===== src/rtl/tone_pkg.sv =====
package tone_pkg;
  localparam int unsigned ADDR_W     = 7;
  localparam int unsigned DATA_W     = 8;
  localparam int unsigned HI_W       = 4;
  localparam int unsigned AMP_W      = 4;
  localparam int unsigned SLOT_W     = 3;
  // register group codes in addr[5:3] when addr[6] = 1
  localparam logic [2:0] GRP_START  = 3'd0;
  localparam logic [2:0] GRP_END    = 3'd1;
  localparam logic [2:0] GRP_PTR_LO = 3'd2;
  localparam logic [2:0] GRP_CTRL   = 3'd3;
  // control byte fields
  localparam int unsigned CTRL_MUSIC_BIT = 4;
  localparam int unsigned CTRL_OSC_BIT   = 5;

  typedef struct packed {
    logic wr_start;
    logic wr_end;
    logic wr_lo;
    logic wr_ctrl;
    logic data_rd;
  } voice_strb_t;

  function automatic logic [AMP_W-1:0] amp_lut(input logic [2:0] idx);
    logic [AMP_W-1:0] a;
    unique case (idx)
      3'd0: a = 4'h0;
      3'd1: a = 4'h4;
      3'd2: a = 4'h5;
      3'd3: a = 4'h9;
      3'd4: a = 4'h6;
      3'd5: a = 4'hA;
      3'd6: a = 4'hB;
      default: a = 4'hF;
    endcase
    return a;
  endfunction
endpackage


===== src/rtl/tone_bus_dec.sv =====
module tone_bus_dec
  import tone_pkg::*;
#(
  parameter int unsigned NUM_VOICES  = 3,
  parameter int unsigned FIRST_VOICE = 5
) (
  input  logic [ADDR_W-1:0] addr_i,
  input  logic              wr_en_i,
  input  logic              rd_en_i,
  output voice_strb_t       strb_o [NUM_VOICES],
  output logic              amp_sel_o
);
  logic [2:0] grp;
  logic       reg_space;
  logic       data_space;
  assign grp        = addr_i[5:3];
  assign reg_space  = addr_i[6];
  assign data_space = ~addr_i[6] && (grp != 3'd0) && (grp != 3'd7);
  assign amp_sel_o  = rd_en_i && (addr_i[6:2] == 5'b00001);

  for (genvar g = 0; g < NUM_VOICES; g++) begin : g_dec
    localparam logic [SLOT_W-1:0] SLOT = SLOT_W'(FIRST_VOICE + g);
    logic hit;
    assign hit = (addr_i[SLOT_W-1:0] == SLOT);
    always_comb begin
      strb_o[g].wr_start = wr_en_i && reg_space && hit && (grp == GRP_START);
      strb_o[g].wr_end   = wr_en_i && reg_space && hit && (grp == GRP_END);
      strb_o[g].wr_lo    = wr_en_i && reg_space && hit && (grp == GRP_PTR_LO);
      strb_o[g].wr_ctrl  = wr_en_i && reg_space && hit && (grp == GRP_CTRL);
      strb_o[g].data_rd  = rd_en_i && data_space && hit;
    end
  end
endmodule


===== src/rtl/tone_voice.sv =====
module tone_voice
  import tone_pkg::*;
(
  input  logic              clk_i,
  input  logic              rst_ni,
  input  voice_strb_t       strb_i,
  input  logic [DATA_W-1:0] wdata_i,
  input  logic              tick_i,
  output logic              flag_o,
  output logic              music_o,
  output logic              osc_o,
  output logic [DATA_W-1:0] lo_o,
  output logic [DATA_W-1:0] start_o
);
  logic [DATA_W-1:0] lo_q, start_q, end_q;
  logic [HI_W-1:0]   hi_q;
  logic              music_q, osc_q, flag_q;
  logic              step;
  logic [HI_W+DATA_W-1:0] ptr_dec;

  assign step    = (tick_i && music_q && osc_q) || (strb_i.data_rd && !music_q);
  assign ptr_dec = {hi_q, lo_q} - 1'b1;

  always_ff @(posedge clk_i or negedge rst_ni) begin
    if (!rst_ni) begin
      start_q <= '0;
      end_q   <= '0;
    end else begin
      if (strb_i.wr_start) start_q <= wdata_i;
      if (strb_i.wr_end)   end_q   <= wdata_i;
    end
  end

  always_ff @(posedge clk_i or negedge rst_ni) begin
    if (!rst_ni) begin
      music_q <= 1'b0;
      osc_q   <= 1'b0;
    end else if (strb_i.wr_ctrl) begin
      music_q <= wdata_i[CTRL_MUSIC_BIT];
      osc_q   <= wdata_i[CTRL_OSC_BIT];
    end
  end

  always_ff @(posedge clk_i or negedge rst_ni) begin
    if (!rst_ni) begin
      lo_q <= '0;
      hi_q <= '0;
    end else begin
      if (strb_i.wr_lo)           lo_q <= music_q ? start_q : wdata_i;
      else if (step && music_q)   lo_q <= (lo_q == '0) ? start_q : lo_q - 1'b1;
      else if (step)              lo_q <= ptr_dec[DATA_W-1:0];

      if (strb_i.wr_ctrl)         hi_q <= wdata_i[HI_W-1:0];
      else if (step && !music_q)  hi_q <= ptr_dec[HI_W+DATA_W-1:DATA_W];
    end
  end

  // start match wins over end match
  always_ff @(posedge clk_i or negedge rst_ni) begin
    if (!rst_ni)                        flag_q <= 1'b0;
    else if (step && lo_q == start_q)   flag_q <= 1'b1;
    else if (step && lo_q == end_q)     flag_q <= 1'b0;
  end

  assign flag_o  = flag_q;
  assign music_o = music_q;
  assign osc_o   = osc_q;
  assign lo_o    = lo_q;
  assign start_o = start_q;
endmodule


===== src/rtl/tone_mix.sv =====
module tone_mix
  import tone_pkg::*;
#(
  parameter int unsigned NUM_VOICES = 3
) (
  input  logic [NUM_VOICES-1:0] flag_i,
  input  logic [NUM_VOICES-1:0] music_i,
  output logic [AMP_W-1:0]      amp_o
);
  logic [2:0] idx;
  // voice 0 (slot 5) is the index MSB
  for (genvar g = 0; g < 3; g++) begin : g_idx
    if (g < NUM_VOICES) begin : g_on
      assign idx[2-g] = flag_i[g] & music_i[g];
    end else begin : g_off
      assign idx[2-g] = 1'b0;
    end
  end
  assign amp_o = amp_lut(idx);
endmodule


===== src/rtl/tone_mixer_top.sv =====
module tone_mixer_top
  import tone_pkg::*;
#(
  parameter int unsigned NUM_VOICES  = 3,
  parameter int unsigned FIRST_VOICE = 5
) (
  input  logic              clk_i,
  input  logic              rst_ni,
  input  logic              tick_i,
  input  logic [6:0]        addr_i,
  input  logic              wr_en_i,
  input  logic [7:0]        wr_data_i,
  input  logic              rd_en_i,
  output logic [7:0]        rd_data_o
);
  voice_strb_t                     strb [NUM_VOICES];
  logic                            amp_sel;
  logic [NUM_VOICES-1:0]           flag_w, music_w, osc_w;
  logic [NUM_VOICES-1:0][DATA_W-1:0] lo_w, start_w;
  logic [AMP_W-1:0]                amp;

  tone_bus_dec #(.NUM_VOICES(NUM_VOICES), .FIRST_VOICE(FIRST_VOICE)) u_dec (
    .addr_i(addr_i), .wr_en_i(wr_en_i), .rd_en_i(rd_en_i),
    .strb_o(strb), .amp_sel_o(amp_sel)
  );

  for (genvar g = 0; g < NUM_VOICES; g++) begin : g_voice
    tone_voice u_voice (
      .clk_i(clk_i), .rst_ni(rst_ni), .strb_i(strb[g]), .wdata_i(wr_data_i),
      .tick_i(tick_i), .flag_o(flag_w[g]), .music_o(music_w[g]), .osc_o(osc_w[g]),
      .lo_o(lo_w[g]), .start_o(start_w[g])
    );
  end

  tone_mix #(.NUM_VOICES(NUM_VOICES)) u_mix (
    .flag_i(flag_w), .music_i(music_w), .amp_o(amp)
  );

  assign rd_data_o = amp_sel ? {{(DATA_W-AMP_W){1'b0}}, amp} : '0;
endmodule


===== config.mk =====
export PLATFORM = sky130hd
export DESIGN_NAME = tone_mixer_top
export DESIGN_NICKNAME = d
export VERILOG_FILES = /design/src/rtl/tone_pkg.sv /design/src/rtl/tone_bus_dec.sv /design/src/rtl/tone_voice.sv /design/src/rtl/tone_mix.sv /design/src/rtl/tone_mixer_top.sv
export SDC_FILE = /design/constraint.sdc
export NUM_CORES = 1
export LEC_CHECK = 0
export ABC_CLOCK_PERIOD_IN_PS = 2430
export CORE_ASPECT_RATIO = 0.6
export CORE_MARGIN = 2
export CORE_UTILIZATION = 40
export DETAILED_ROUTE_END_ITERATION = 6
export PLACE_DENSITY = 0.66
export SLEW_MARGIN = 30
export SYNTH_ARGS = -nofsm -noshare
export SYNTH_HDL_FRONTEND = slang
export SYNTH_SLANG_ARGS = --single-unit

===== constraint.sdc =====
create_clock -name clk_i -period 2.43 [get_ports clk_i]
set_input_delay 0.3645 -clock clk_i [delete_from_list [all_inputs] [get_ports clk_i]]
set_output_delay 0.3645 -clock clk_i [all_outputs]
set_load 0.02 [all_outputs]

After elaboration in Yosys (flattened, before gate mapping)
Index checks and enable logic that the tools add are counted.

cells by class
  add/sub/neg operators = 6
  eq/ne operators = 20
  mux-type cells = 29
  bitwise operators = 4
  reduce and logical (&&, ||, !) cells = 65

operator list
  kind                                                  number
  2-to-1 mux 8 bit                                      15
  equality test 8 bit                                   6
  logical AND 1 bit                                     44
  subtractor 12 x 1 -> 12 bit (second input constant)   3
  2-to-1 mux 4 bit                                      7
  one-hot mux 4 bit (7 select lines)                    1
  zero test 8 bit                                       3
  subtractor 8 x 1 -> 8 bit (second input constant)     3
  equality test 3 bit (second input constant)           6
  equality test 3 x 2 -> 1 bit (second input constant)  4
  nonzero test 2 bit                                    6
  nonzero test 3 bit                                    4
  equality test 3 x 1 -> 1 bit (second input constant)  2
  zero test 3 bit                                       2
  2-to-1 mux 1 bit                                      6
  equality test 5 x 1 -> 1 bit (second input constant)  1
  bitwise AND 1 bit                                     3
  zero test 1 bit                                       3
  logical OR 1 bit                                      3
  != test 3 bit (second input constant)                 1
  NOT 1 bit                                             1

word-level totals
  bits in registers = 93
  bits of input ports = 20
  output and inout port bits = 8
  word-level logic and storage cells = 145

Depth between registers and ports, before layout
  depth after elaboration = 10
  depth in mapped cells = 8
  depth with buffers taken out = 7

Modules after synthesis
From an unflattened synthesis, not the netlist that was laid out.

second synthesis, totals
  cell total of the unflattened synthesis = 496
  area total of the unflattened synthesis = 5111.2 um2

modules (own cells, without submodules)
  module          times used  cells each  area an instance (um2)  seq. area each (um2)
  tone_voice      3           151         1609.0                  675.6
  tone_bus_dec    1           29          170.2                   0.0
  tone_mixer_top  1           9           58.8                    0.0
  tone_mix        1           5           55.1                    0.0

Worst setup path before layout
OpenSTA, ideal clock, no wires.

  path type = flip-flop to flip-flop
  start point = register g_voice[1].u_voice.lo_q[0]
  end point = register g_voice[1].u_voice.lo_q[5]
  setup time = 128 ps
  arrival time = 1698 ps
  required time = 2302 ps
  slack = 604 ps
  cell stages (with the launch flop) = 8
  path buffers = 0
  period minus slack after synthesis = 1826 ps
  cells stage by stage = dfrtp_1 > inv_1 > ha_1 > or3b_1 > nor3_2 > mux2_1 > a31oi_1 > o22ai_1

on the way
  longest elaborated chain between the ends = 4
  elaborated cells between the ends (all ways) = 7
  classes of those cells = add/sub (2); mux (4); reduce/logical (1)

RTL lines
  what                                                       RTL line                            RTL
  start, declared                                            tone_voice.sv:15                    logic [DATA_W-1:0] lo_q, start_q, end_q;
  start signal, assigned                                     tone_voice.sv:49                    if (strb_i.wr_lo) lo_q <= music_q ? start_q : wdata_i;
  start signal, assigned                                     tone_voice.sv:50                    else if (step && music_q) lo_q <= (lo_q == '0) ? start_q : lo_q - 1'b1;
  start signal, assigned                                     tone_voice.sv:51                    else if (step) lo_q <= ptr_dec[DATA_W-1:0];
  subtractor 12 x 1 -> 12 bit, or another cell as far along  tone_voice.sv:22                    assign ptr_dec = {hi_q, lo_q} - 1'b1;
  2-to-1 mux 8 bit, on equally long branches                 tone_voice.sv:51, tone_voice.sv:50
  2-to-1 mux 8 bit (*)                                       tone_voice.sv:50
  2-to-1 mux 8 bit (*)                                       tone_voice.sv:49

Mark *: on every way between the ends. The rest lies on a longest branch, timed or not. The select of a mux whose other input is x is not followed.
A chain may end at the register's enable or synchronous reset.

Worst setup path after layout
  start point = input port addr_i[5]
  end point = output port rd_data_o[1]

on the way
  longest elaborated chain between the ends = 3

RTL lines
  what                          RTL line              RTL
  start, declared               tone_mixer_top.sv:10  input logic [6:0] addr_i,
  equality test 5 x 1 -> 1 bit  tone_bus_dec.sv:19    assign amp_sel_o = rd_en_i && (addr_i[6:2] == 5'b00001);
  logical AND 1 bit             tone_bus_dec.sv:19
  2-to-1 mux 4 bit              tone_mixer_top.sv:39  assign rd_data_o = amp_sel ? {{(DATA_W-AMP_W){1'b0}}, amp} : '0;
  end, declared                 tone_mixer_top.sv:14  output logic [7:0] rd_data_o

No other way between the ends.

==> Implementation_results.wiki <==
{| class="wikitable"
! Metric !! Value
|-
| Y dimension of the die || 91.8 um
|-
| Reported net switching power || 1.82 mW
|-
| Count of unique library cells instantiated by Yosys || 67
|-
| Biggest fanout along the worst timing path || 4
|-
| Routed vias || 3958
|-
| Filler-free cell count of the finished design || 697
|-
| Drt pass-1 iters || 5
|-
| Most frequent standard cell in the layout excluding fill and tap cells || sky130_fd_sc_hd__dfrtp_1
|-
| Worst stage delay on the critical path || 0.41 ns
|-
| Pins Over Slew Limit || 0
|-
| Worst hold-check slack || 0.0133 ns
|-
| Worst Path Arrival || 1.92 ns
|-
| Post-DR wirelength/cell || 18.5 um
|-
| Setup-failing EPs final || 0
|-
| Slowest stage cell, crit path || sky130_fd_sc_hd__clkdlybuf4s50_1
|-
| Nature of the critical path endpoint || output port
|-
| Share of cells above drive strength 1 || 23.5%
|-
| Slew @ Worst Pin || 0.760 ns
|-
| Antenna violations before repair || 0
|-
| Syn Area/Cell || 10.4 um^2
|-
| Critical path start-end classification || input port to output port
|-
| Switching share of total power || 37.4%
|-
| Top cell family by delay on the critical path || simple AND/OR/NAND/NOR gates
|-
| Crit-path cells || clkdlybuf4s50_1 > or3_1 > nand2b_1 > nor2_1 > dlygate4sd2_1
|-
| Post-placement cell area || 5610 um^2
|-
| Power per standard cell area || 828 nW/um^2
|-
| Peak VDD IR || 0.000441 V
|-
| N_diodes || 0
|-
| Number of vias per cell after detailed routing || 5.68
|-
| Initial core utilization || 40.5%
|-
| Detail Placement HPWL || 9280 um
|-
| Maximum number of pins on one net before global-route repair || 42
|-
| Register bit count reported by yosys || 81
|-
| CP Data Required Time || 2.07 ns
|-
| Final Net Count || 548
|-
| Final critical path time including I/O delays and setup || 2.29 ns
|-
| Inserted Clock Buffers || 9
|-
| Area share of the largest cell type after synthesis || 39.4%
|-
| Async set-reset flop share out of synthesis || 100%
|-
| Chip Width || 150 um
|-
| Clock Tree Buf Depth || 2
|-
| Number of violations reported at the end of detailed-routing iteration 0 || 213
|-
| Remaining number of nets flagged by the antenna check after routing || 0
|-
| Clock slew at the register clock pins of the worst setup and hold paths || 0.07 ns
|-
| Internal power of the cells || 3.05 mW
|-
| Syn. warnings || 0
|-
| Kind of path behind the tightest hold check || input port to asynchronous set/reset pin
|-
| H-tree Lvls || 3
|-
| Area growth from synthesis to final layout || 14.5%
|-
| Post-Syn Instances || 495
|-
| Worst Path Buf+Inv || 2
|-
| Synth top area cells || sky130_fd_sc_hd__dfrtp_1 39%, sky130_fd_sc_hd__mux2_2 12%, sky130_fd_sc_hd__xor2_1 8.2%, sky130_fd_sc_hd__mux2i_1 3.1%, sky130_fd_sc_hd__nand2_1 2.3%
|-
| Post-route cell area || 5880 um^2
|-
| Routability congestion estimate || 0.916
|-
| Commonest register cell after synthesis || sky130_fd_sc_hd__dfrtp_1
|-
| Largest clock skew in the final design || 0.00787 ns
|-
| Final Total Pwr || 4.87 mW
|-
| Worst max-slew margin expressed relative to the limit || 49.0%
|-
| Number of flops mapped to enable cells by yosys || 0
|-
| Outcome || completed
|-
| Power share of the sequential group || 43.5%
|-
| Sum of overflow across all layers after global routing || 0
|-
| Worst slack at placement || -0.158 ns
|-
| Number of ports placed on the die boundary || 28
|-
| Cell Count Post-Placement || 681
|-
| Setup bufs post-CTS || 0
|-
| Maximum clock frequency || 0.437 GHz
|-
| Sequential-to-total area share from yosys stat || 39.4%
|-
| Number of buffers inserted for hold repair after clock tree synthesis || 0
|-
| Clock net sink count || 81
|-
| Number of gates given a new drive strength after cts || 4
|-
| Leakage || 2.64 nW
|-
| MaxCap Viol Count || 0
|-
| Number of buffers inserted by port buffering || 23
|-
| Overall Global Routing Usage || 19.9%
|-
| Setup repair after global routing missed its margin || no
|-
| Area of the core || 12700 um^2
|-
| Share of the core filled with cells in the final layout || 46.3%
|-
| Hold Fails Final Rpt || 0
|-
| Final clock period utilization by the worst path || 94.2%
|-
| Smallest setup slack after layout || 0.141 ns
|-
| Critical path startpoint category || input port
|-
| Clock root buffer master || sky130_fd_sc_hd__clkbuf_16
|-
| Synth area leader || sky130_fd_sc_hd__dfrtp_1
|-
| Combinational Power Share || 30.1%
|-
| Global-route wire length before repair || 21000 um
|-
| Vias in the first global route || 3923
|-
| Leading cell types in the layout, fill and taps excluded || 81 x sky130_fd_sc_hd__dfrtp_1, 54 x sky130_fd_sc_hd__mux2_2, 48 x sky130_fd_sc_hd__xor2_1, 31 x sky130_fd_sc_hd__nand2_1, 23 x sky130_fd_sc_hd__buf_4
|-
| Residual DRC count || 0
|-
| Total Negative Setup Slacks || 0 ns
|-
| Number of core rows || 32
|-
| Clock insertion delay at the later pin of the skew report || 0.35 ns
|-
| Area enclosed by the die boundary || 13800 um^2
|-
| Clock tree from TritonCTS || done
|-
| Clock power share || 26.5%
|-
| Netlist Area Pre-Place || 5140 um^2
|-
| Total wirelength of the detailed-routed design || 12900 um
|}
## synth_stat cells (9+ instances only)
cell type and instances:
sky130_fd_sc_hd__a211oi_1 12, sky130_fd_sc_hd__a31oi_1 14, sky130_fd_sc_hd__buf_2 12, sky130_fd_sc_hd__clkbuf_1 11
sky130_fd_sc_hd__dfrtp_1 81, sky130_fd_sc_hd__mux2_2 54, sky130_fd_sc_hd__mux2i_1 16, sky130_fd_sc_hd__nand2_1 31
sky130_fd_sc_hd__nand3_1 18, sky130_fd_sc_hd__nor2_1 20, sky130_fd_sc_hd__nor2b_1 11, sky130_fd_sc_hd__nor4_1 12
sky130_fd_sc_hd__o211ai_1 9, sky130_fd_sc_hd__o21ai_0 15, sky130_fd_sc_hd__xor2_1 48
## final cells by class
cell class                 count  area (um^2)
clock buffer                   9          225
sequential                    81         2030
fill                        1178         6810
inverter                       8         30.0
timing repair buffer          47          428
multi-input combinational    375         2900
clock inverter                 7         56.3
tap                          170          213
## worst paths after layout
path,depth (start not counted),start,to,slack (ns)
setup / recovery,5,addr_i[5],rd_data_o[1],0.14
hold / removal,1,rst_ni,g_voice[0].u_voice.lo_o[2],0.01
setup reg to reg,7,g_voice[1].u_voice.lo_o[0],g_voice[1].u_voice.lo_o[5],0.35
hold reg to reg,1,g_voice[2].u_voice.flag_o,g_voice[2].u_voice.flag_o,0.51
max in group asynchronous,2,rst_ni,g_voice[1].u_voice.start_o[5],1.79
min in group clk_i,1,g_voice[2].u_voice.flag_o,g_voice[2].u_voice.flag_o,0.51
## kinds of logic (layout without fill, tap and decap cells)
kind of cell | after synthesis | in the layout | synth area share [%]
xor+xnor | 54 | 54 | 9.20
buf+inv | 42 | 71 | 4.29
flops | 81 | 81 | 39.4
compound gates | 86 | 86 | 12.0
simple gates | 152 | 152 | 17.9
mux | 72 | 72 | 15.4
fa+ha+maj | 7 | 7 | 1.66
other cells | 1 | 4 | 0.0730
## routing by layer
layer  vias to the layer above  global-route usage (%)  share of wire [%]
li1                       1847                       -                  -
met1                      1973                    28.5                 49
met2                       117                    29.2                 43
met3                        21                    5.47                6.6
met4                         0                    5.97                1.6
met5                         -                       0                  0
## state kept, by name (all words and copies together) (netlist names)
signal	cells
g_voice.u_voice.end_q	24
g_voice.u_voice.flag_o	3
g_voice.u_voice.lo_o	24
g_voice.u_voice.music_o	3
g_voice.u_voice.osc_o	3
g_voice.u_voice.start_o	24
## worst reg2reg max path, stage by stage, from the launching register on
cell	delay [ns]
sky130_fd_sc_hd__dfrtp_1	0.46
sky130_fd_sc_hd__inv_1	0.12
sky130_fd_sc_hd__ha_1	0.21
sky130_fd_sc_hd__or3b_1	0.41
sky130_fd_sc_hd__nor3_2	0.14
sky130_fd_sc_hd__mux2_1	0.34
sky130_fd_sc_hd__a31oi_1	0.18
sky130_fd_sc_hd__o22ai_1	0.11
## power groups by stage
| stage | Sequential, mW | Clock, mW | Combinational [mW] |
|---|---|---|---|
| final | 2.12 | 1.29 | 1.46 |
| after global routing | 2.16 | 1.38 | 1.63 |
| after CTS | 2.10 | 1.31 | 1.46 |
| after detailed placement | 2.13 | 0 | 1.44 |
| after global placement | 2.11 | 0 | 1.42 |
| after floorplan | 1.82 | 0 | 1.38 |
No activity file was read; power rests on OpenSTA's default activity.
